File: src/rtl/led_reg_pkg.sv
package led_reg_pkg;
  localparam int DW  = 8;
  localparam int AW  = 8;
  localparam int NCH = 4;

  localparam logic [AW-1:0] A_CHIP    = 8'h00;
  localparam logic [AW-1:0] A_RANGE   = 8'h01;
  localparam logic [AW-1:0] A_OUTEN   = 8'h02;
  localparam logic [AW-1:0] A_FADE    = 8'h03;
  localparam logic [AW-1:0] A_EXPO    = 8'h04;
  localparam logic [AW-1:0] A_SHDN    = 8'h0D;
  localparam logic [AW-1:0] A_SRST    = 8'h0E;
  localparam logic [AW-1:0] A_COMMIT  = 8'h0F;
  localparam logic [AW-1:0] A_FLAGCLR = 8'h13;
  localparam logic [AW-1:0] A_DC0     = 8'h14;
  localparam logic [AW-1:0] A_PWM0    = 8'h18;
  localparam logic [AW-1:0] A_FLAGS   = 8'h40;

  localparam logic [DW-1:0] K_SHDN    = 8'h33;
  localparam logic [DW-1:0] K_SRST    = 8'hCC;
  localparam logic [DW-1:0] K_COMMIT  = 8'h55;

  typedef struct packed {
    logic           max_cur;
    logic [NCH-1:0] out_en;
    logic [3:0]     fade_code;
    logic [NCH-1:0] fade_en;
    logic [NCH-1:0] exp_en;
  } cfg_t;
endpackage

File: src/rtl/led_cmd_decode.sv
module led_cmd_decode
  import led_reg_pkg::*;
(
  input  logic          wr_en,
  input  logic [AW-1:0] addr,
  input  logic [DW-1:0] wdata,
  output logic          shdn_p,
  output logic          srst_p,
  output logic          commit_p,
  output logic          flagclr_p
);
  always_comb begin
    shdn_p    = wr_en && (addr == A_SHDN)   && (wdata == K_SHDN);
    srst_p    = wr_en && (addr == A_SRST)   && (wdata == K_SRST);
    commit_p  = wr_en && (addr == A_COMMIT) && (wdata == K_COMMIT);
    flagclr_p = wr_en && (addr == A_FLAGCLR);
  end
endmodule

File: src/rtl/led_cfg_bank.sv
module led_cfg_bank
  import led_reg_pkg::*;
(
  input  logic          clk,
  input  logic          rst_n,
  input  logic          srst,
  input  logic          commit,
  input  logic          wr_en,
  input  logic [AW-1:0] addr,
  input  logic [DW-1:0] wdata,
  output cfg_t          staged,
  output cfg_t          live
);
  cfg_t stg_q, live_q;

  always_ff @(posedge clk or negedge rst_n) begin
    if (!rst_n) begin
      stg_q <= '0;
    end else if (srst) begin
      stg_q <= '0;
    end else if (wr_en) begin
      case (addr)
        A_RANGE: stg_q.max_cur <= wdata[0];
        A_OUTEN: stg_q.out_en  <= wdata[NCH-1:0];
        A_FADE: begin
          stg_q.fade_code <= wdata[7:4];
          stg_q.fade_en   <= wdata[NCH-1:0];
        end
        A_EXPO:  stg_q.exp_en  <= wdata[7:8-NCH];
        default: ;
      endcase
    end
  end

  always_ff @(posedge clk or negedge rst_n) begin
    if (!rst_n)      live_q <= '0;
    else if (srst)   live_q <= '0;
    else if (commit) live_q <= stg_q;
  end

  assign staged = stg_q;
  assign live   = live_q;
endmodule

File: src/rtl/led_flag_bank.sv
module led_flag_bank #(
  parameter int NF = 2
) (
  input  logic          clk,
  input  logic          rst_n,
  input  logic          srst,
  input  logic          clr_wr,
  input  logic [NF-1:0] clr_bits,
  input  logic [NF-1:0] set_evt,
  output logic [NF-1:0] flags
);
  logic [NF-1:0] flag_q;

  for (genvar f = 0; f < NF; f++) begin : g_flag
    always_ff @(posedge clk or negedge rst_n) begin
      if (!rst_n) flag_q[f] <= 1'b0;
      else        flag_q[f] <= set_evt[f] |
                               (flag_q[f] & ~(srst | (clr_wr & clr_bits[f])));
    end
  end

  assign flags = flag_q;
endmodule

File: src/rtl/led_chan_regs.sv
module led_chan_regs
  import led_reg_pkg::*;
(
  input  logic              clk,
  input  logic              rst_n,
  input  logic              srst,
  input  logic              wr_en,
  input  logic [AW-1:0]     addr,
  input  logic [DW-1:0]     wdata,
  output logic [NCH*DW-1:0] dc,
  output logic [NCH*DW-1:0] pwm
);
  for (genvar c = 0; c < NCH; c++) begin : g_ch
    logic [DW-1:0] dc_q, pwm_q;
    always_ff @(posedge clk or negedge rst_n) begin
      if (!rst_n) begin
        dc_q  <= '0;
        pwm_q <= '0;
      end else if (srst) begin
        dc_q  <= '0;
        pwm_q <= '0;
      end else if (wr_en) begin
        if (addr == A_DC0 + AW'(c))  dc_q  <= wdata;
        if (addr == A_PWM0 + AW'(c)) pwm_q <= wdata;
      end
    end
    assign dc[c*DW +: DW]  = dc_q;
    assign pwm[c*DW +: DW] = pwm_q;
  end
endmodule

File: src/rtl/led_regblock.sv
module led_regblock
  import led_reg_pkg::*;
(
  input  logic              clk,
  input  logic              rst_n,
  input  logic              wr_en_i,
  input  logic              rd_en_i,
  input  logic [AW-1:0]     addr_i,
  input  logic [DW-1:0]     wdata_i,
  output logic [DW-1:0]     rd_data_o,
  input  logic              tsd_evt_i,
  output logic              dev_en_o,
  output logic              shutdown_o,
  output logic              max_cur_o,
  output logic [NCH-1:0]    out_en_o,
  output logic [NCH-1:0]    fade_en_o,
  output logic [3:0]        fade_code_o,
  output logic [NCH-1:0]    exp_en_o,
  output logic [NCH*DW-1:0] dc_o,
  output logic [NCH*DW-1:0] pwm_o,
  output logic [1:0]        flags_o
);
  logic shdn_p, srst_p, commit_p, flagclr_p;
  logic chip_en_q, shdn_q, por_pend_q;
  logic [DW-1:0] rd_q, rd_mux;
  cfg_t staged, live;

  led_cmd_decode u_dec (
    .wr_en(wr_en_i), .addr(addr_i), .wdata(wdata_i),
    .shdn_p(shdn_p), .srst_p(srst_p), .commit_p(commit_p), .flagclr_p(flagclr_p)
  );

  led_cfg_bank u_cfg (
    .clk(clk), .rst_n(rst_n), .srst(srst_p), .commit(commit_p),
    .wr_en(wr_en_i), .addr(addr_i), .wdata(wdata_i),
    .staged(staged), .live(live)
  );

  led_flag_bank #(.NF(2)) u_flags (
    .clk(clk), .rst_n(rst_n), .srst(srst_p), .clr_wr(flagclr_p),
    .clr_bits(wdata_i[1:0]), .set_evt({tsd_evt_i, por_pend_q}), .flags(flags_o)
  );

  led_chan_regs u_ch (
    .clk(clk), .rst_n(rst_n), .srst(srst_p), .wr_en(wr_en_i),
    .addr(addr_i), .wdata(wdata_i), .dc(dc_o), .pwm(pwm_o)
  );

  always_ff @(posedge clk or negedge rst_n) begin
    if (!rst_n) begin
      chip_en_q  <= 1'b0;
      shdn_q     <= 1'b0;
      por_pend_q <= 1'b1;
    end else begin
      por_pend_q <= 1'b0;
      if (srst_p) begin
        chip_en_q <= 1'b0;
        shdn_q    <= 1'b0;
      end else begin
        if (wr_en_i && addr_i == A_CHIP) chip_en_q <= wdata_i[0];
        if (shdn_p) shdn_q <= 1'b1;
      end
    end
  end

  always_comb begin
    rd_mux = '0;
    case (addr_i)
      A_CHIP:  rd_mux = {{(DW-1){1'b0}}, chip_en_q};
      A_RANGE: rd_mux = {{(DW-1){1'b0}}, staged.max_cur};
      A_OUTEN: rd_mux = {{(DW-NCH){1'b0}}, staged.out_en};
      A_FADE:  rd_mux = {staged.fade_code, staged.fade_en};
      A_EXPO:  rd_mux = {staged.exp_en, {(DW-NCH){1'b0}}};
      A_FLAGS: rd_mux = {{(DW-2){1'b0}}, flags_o};
      default: begin
        for (int c = 0; c < NCH; c++) begin
          if (addr_i == A_DC0 + AW'(c))  rd_mux = dc_o[c*DW +: DW];
          if (addr_i == A_PWM0 + AW'(c)) rd_mux = pwm_o[c*DW +: DW];
        end
      end
    endcase
  end

  always_ff @(posedge clk or negedge rst_n) begin
    if (!rst_n)       rd_q <= '0;
    else if (rd_en_i) rd_q <= rd_mux;
  end

  assign rd_data_o   = rd_q;
  assign shutdown_o  = shdn_q;
  assign dev_en_o    = chip_en_q & ~shdn_q;
  assign max_cur_o   = live.max_cur;
  assign out_en_o    = live.out_en;
  assign fade_en_o   = live.fade_en;
  assign fade_code_o = live.fade_code;
  assign exp_en_o    = live.exp_en;
endmodule

File: config.mk
export PLATFORM = sky130hd
export DESIGN_NAME = led_regblock
export DESIGN_NICKNAME = d
export VERILOG_FILES = /design/src/rtl/led_reg_pkg.sv /design/src/rtl/led_cmd_decode.sv /design/src/rtl/led_cfg_bank.sv /design/src/rtl/led_flag_bank.sv /design/src/rtl/led_chan_regs.sv /design/src/rtl/led_regblock.sv
export SDC_FILE = /design/constraint.sdc
export NUM_CORES = 1
export LEC_CHECK = 0
export CAP_MARGIN = 20
export CORE_MARGIN = 1
export CORE_UTILIZATION = 53
export CTS_CLUSTER_SIZE = 40
export DETAILED_ROUTE_END_ITERATION = 10
export PLACE_DENSITY = 0.83
export SLEW_MARGIN = 40
export SYNTH_ARGS = -nofsm -noshare
export SYNTH_HDL_FRONTEND = slang
export SYNTH_SLANG_ARGS = --single-unit
File: constraint.sdc
create_clock -name clk -period 1.9 [get_ports clk]
set_input_delay 0.475 -clock clk [delete_from_list [all_inputs] [get_ports clk]]
set_output_delay 0.475 -clock clk [all_outputs]
set_load 0.03 [all_outputs]
==> flow_metrics.env <==
export IMPL_wl_um=18490
export IMPL_synth_most_common_cell="dfrtp_1"
export IMPL_fin_setup_tns_ns=-1.558
export IMPL_period_minus_slack_ns=1.954
export IMPL_power_density_nw_per_um2=612.9
export IMPL_routedWlPerCell_um=23.86
export IMPL_worst_path_largest_cell_delay_ns=0.57
export IMPL_synth_cells=460
export IMPL_grt_pass1_vias=4944
export IMPL_power_clock_fraction=0.275
export IMPL_die_h_um=102.9
export IMPL_synth_flop_cell="dfrtp_1"
export IMPL_initial_core_util=0.5491
export IMPL_violations="setup timing"
export IMPL_grt_total_usage=0.3600
export IMPL_synth_cells_most_frequent="dfrtp_1 (110), mux2_1 (45), nor2_1 (35)"
export IMPL_vias=5000
export IMPL_numCtsBuffers=9
export IMPL_synth_seq_cells=111
export IMPL_finalHoldViolations=0
export IMPL_crit_chain="buf_6 > or4bb_4 > nor4_4 > buf_4 > buf_12 > o21ai_4 > mux2_4"
export IMPL_drt_iter0_drc=561
export IMPL_hold_path_class="in2async"
export IMPL_hold_buffers=0
export IMPL_path_class="in2reg"
export IMPL_yosys_mux_area_fraction=0.1759
export IMPL_crit_slowest_cell="or4bb_4"
export IMPL_worstPathMaxFanout=8
export IMPL_fmax_mhz=511.9
export IMPL_gp_congestion=0.9494
export IMPL_yosysTopAreaCellShare=0.5106
export IMPL_drive_above_1_share=0.3520
export IMPL_cts_sinks=111
export IMPL_yosysUniqueCellTypes=58
export IMPL_final_max_slew_violation_count=0
export IMPL_io_buffer_count=113
export IMPL_cts_tree="done"
export IMPL_drc=0
export IMPL_sw_frac_of_total=0.3026
export IMPL_overflow=0
export IMPL_ys_seq_area_frac=0.5154
export IMPL_synth_edf_count=0
export IMPL_grt_antenna_before_repair=0
export IMPL_synth_xor_area_frac=0
export IMPL_ys_top_cells_by_area="dfrtp_1 (51%), mux2_1 (9.4%), mux2_2 (6.9%)"
export IMPL_cp_num_buf_inv=3
export IMPL_combinationalPowerShare=0.179
export IMPL_post_route_util=0.7773
export IMPL_slew_headroom=0.4394
export IMPL_power_leakage_uw=0.004100
export IMPL_dieArea_um2=10580
export IMPL_clock_skew_ns=0.01248
export IMPL_rsz0062_at_grt="true"
export IMPL_dp_slack_ns=-0.9287
export IMPL_synthArstFlopShare=1.000
export IMPL_h_tree_depth=3
export IMPL_irDropWorstVdd_uv=370.7
export IMPL_setup_violations=65
export IMPL_synth_nets=481
export IMPL_fin_crit_sh=1.028
export IMPL_io_pins=114
export IMPL_synth_top_area_cell="dfrtp_1"
export IMPL_status="complete, but fails checks"
export IMPL_viasPerCell=6.452
export IMPL_cp_arrival_ns=2.23
export IMPL_cts_max_path_buffers=2
export IMPL_core_rowCount=36
export IMPL_cp_top_family="simple AND/OR/NAND/NOR gates"
export IMPL_p_switching_uw=1416
export IMPL_p_int_uw=3262
export IMPL_synth_compound_area_frac=0.1645
export IMPL_yosysWarnings=0
export IMPL_grt_pass1_wl_um=27670
export IMPL_fp_dieW_um=102.9
export IMPL_syn_avg_cell_area_um2=11.72
export IMPL_crit_path_end_kind="flop"
export IMPL_clock_latency_ns=0.39
export IMPL_crit_path_start="wdata_i[5]"
export IMPL_core_area_um2=9819
export IMPL_area_delta_synth_final_pct=41.56
export IMPL_worst_slew_pin_transition_ns=0.8392
export IMPL_cts_root_buf="clkbuf_8"
export IMPL_cp_required_ns=2.17
export IMPL_nets=658
export IMPL_num_antenna_cells=0
export IMPL_drv_cap=0
export IMPL_r2r_start="u_ch.g_ch[3].pwm_q[2]"
export IMPL_synth_top_family_by_area="multiplexers"
export IMPL_grt_max_degree=49
export IMPL_netlist_area_um2=5391
export IMPL_worstSetupStartpointType="input port"
export IMPL_synthAdderAreaFrac=0
export IMPL_synthSimpleGateAreaFrac=0.1165
export IMPL_antenna_left=0
export IMPL_hpwl_um=12470
export IMPL_seqPwrFrac=0.545
export IMPL_dr_pass1_iters=5
export IMPL_setup_slack_ns=-0.05361
export IMPL_cts_clk_slew_worst_paths_ns=0.10
==> logic make-up (layout without fill, tap and decap cells) <==
kind of cell    after synthesis  in the layout
mux                          85             85
flops                       111            111
compound gates              123            123
buf+inv                      36            217
other cells                   1              1
simple gates                104            105
==> worst register-to-register path: cells and delay by family, from the launching register on <==
kind	cells	cell delay, ns
AOI/OAI and AO/OA	4	0.47
DFF	1	0.46
muxes	1	0.30
==> final timing paths <==
check,slack (ns),cells past startpoint,to
min in group clk,0.48,3,u_cfg.staged[2]
hold reg to reg,0.50,1,u_cfg.live[4]
max in group asynchronous,1.28,2,u_ch.g_ch[2].dc_q[3]
setup reg to reg,0.56,5,rd_data_o[2]
hold / removal,0.008,1,u_cfg.live[4]
setup / recovery,-0.05,7,u_ch.g_ch[0].dc_q[7]
==> timing repair <==
| action | CTS | global route |
|---|---|---|
| gates cloned | 1 | 1 |
| endpoints found under the setup margin | 196 | 106 |
| pin swaps | 20 | 9 |
| setup buffers | 10 | 2 |
| resized for setup | 168 | 32 |
==> per-stage QoR <==
| step | std cells | cell area, um^2 | hold slack, ns | total power [uW] |
|---|---|---|---|---|
| CTS | 772 | 7513 | 0.02189 | 4632 |
| global placement | 745 | 7223 | 0.4384 | 3405 |
| global route | 775 | 7632 | 0.03472 | 4813 |
| floorplan | 460 | 5498 | 0.1794 | 2978 |
| detailed placement | 745 | 7223 | 0.4404 | 3432 |
| finish | 775 | 7632 | 0.008495 | 4678 |
==> cell usage in the layout (no fill, tap or decap), drive strengths merged, types with 9 or more instances in the layout <==
| master | instances |
|---|---|
| o21ai | 25 |
| clkbuf | 12 |
| a21oi | 28 |
| nand2 | 9 |
| dfrtp | 110 |
| dlygate4sd2 | 96 |
| o22ai | 14 |
| nor2b | 11 |
| buf | 93 |
| nor2 | 37 |
| a22o | 20 |
| nor4 | 9 |
| mux2 | 78 |
==> layout make-up <==
type	count	area, um^2
Clock inverter	6	37.54
Fill cell	661	2187
Inverter	3	11.26
Multi-Input combinational cell	314	2803
Timing Repair Buffer	198	1708
Clock buffer	10	127.6
Sequential cell	111	2779
Tap cell	133	166.4
==> power groups by stage <==
stage / Combinational [uW] / Sequential, uW / Clock (uW)
finish: 839 / 2550 / 1290
detailed placement: 838 / 2590 / 0
floorplan: 255 / 2720 / 0
global route: 880 / 2560 / 1370
global placement: 814 / 2590 / 0
CTS: 800 / 2550 / 1280
==> sequential cells by signal (all words and copies together), names as in the netlist <==
signal           cells
chip_en_q            1
por_pend_q           1
rd_data_o            8
shutdown_o           1
u_cfg.live          17
u_cfg.staged        17
u_ch.g_ch.dc_q      32
u_ch.g_ch.pwm_q     32
u_flags.flags        2
==> per-layer routing <==
metal / vias up / GRT usage / share of wire
li1: 2078 / - / -
met1: 2456 / 0.4953 / 0.40
met2: 371 / 0.5549 / 0.46
met3: 95 / 0.05763 / 0.086
met4: 0 / 0.1853 / 0.049
met5: - / 0 / 0
No activity file was read; power rests on OpenSTA's default activity.
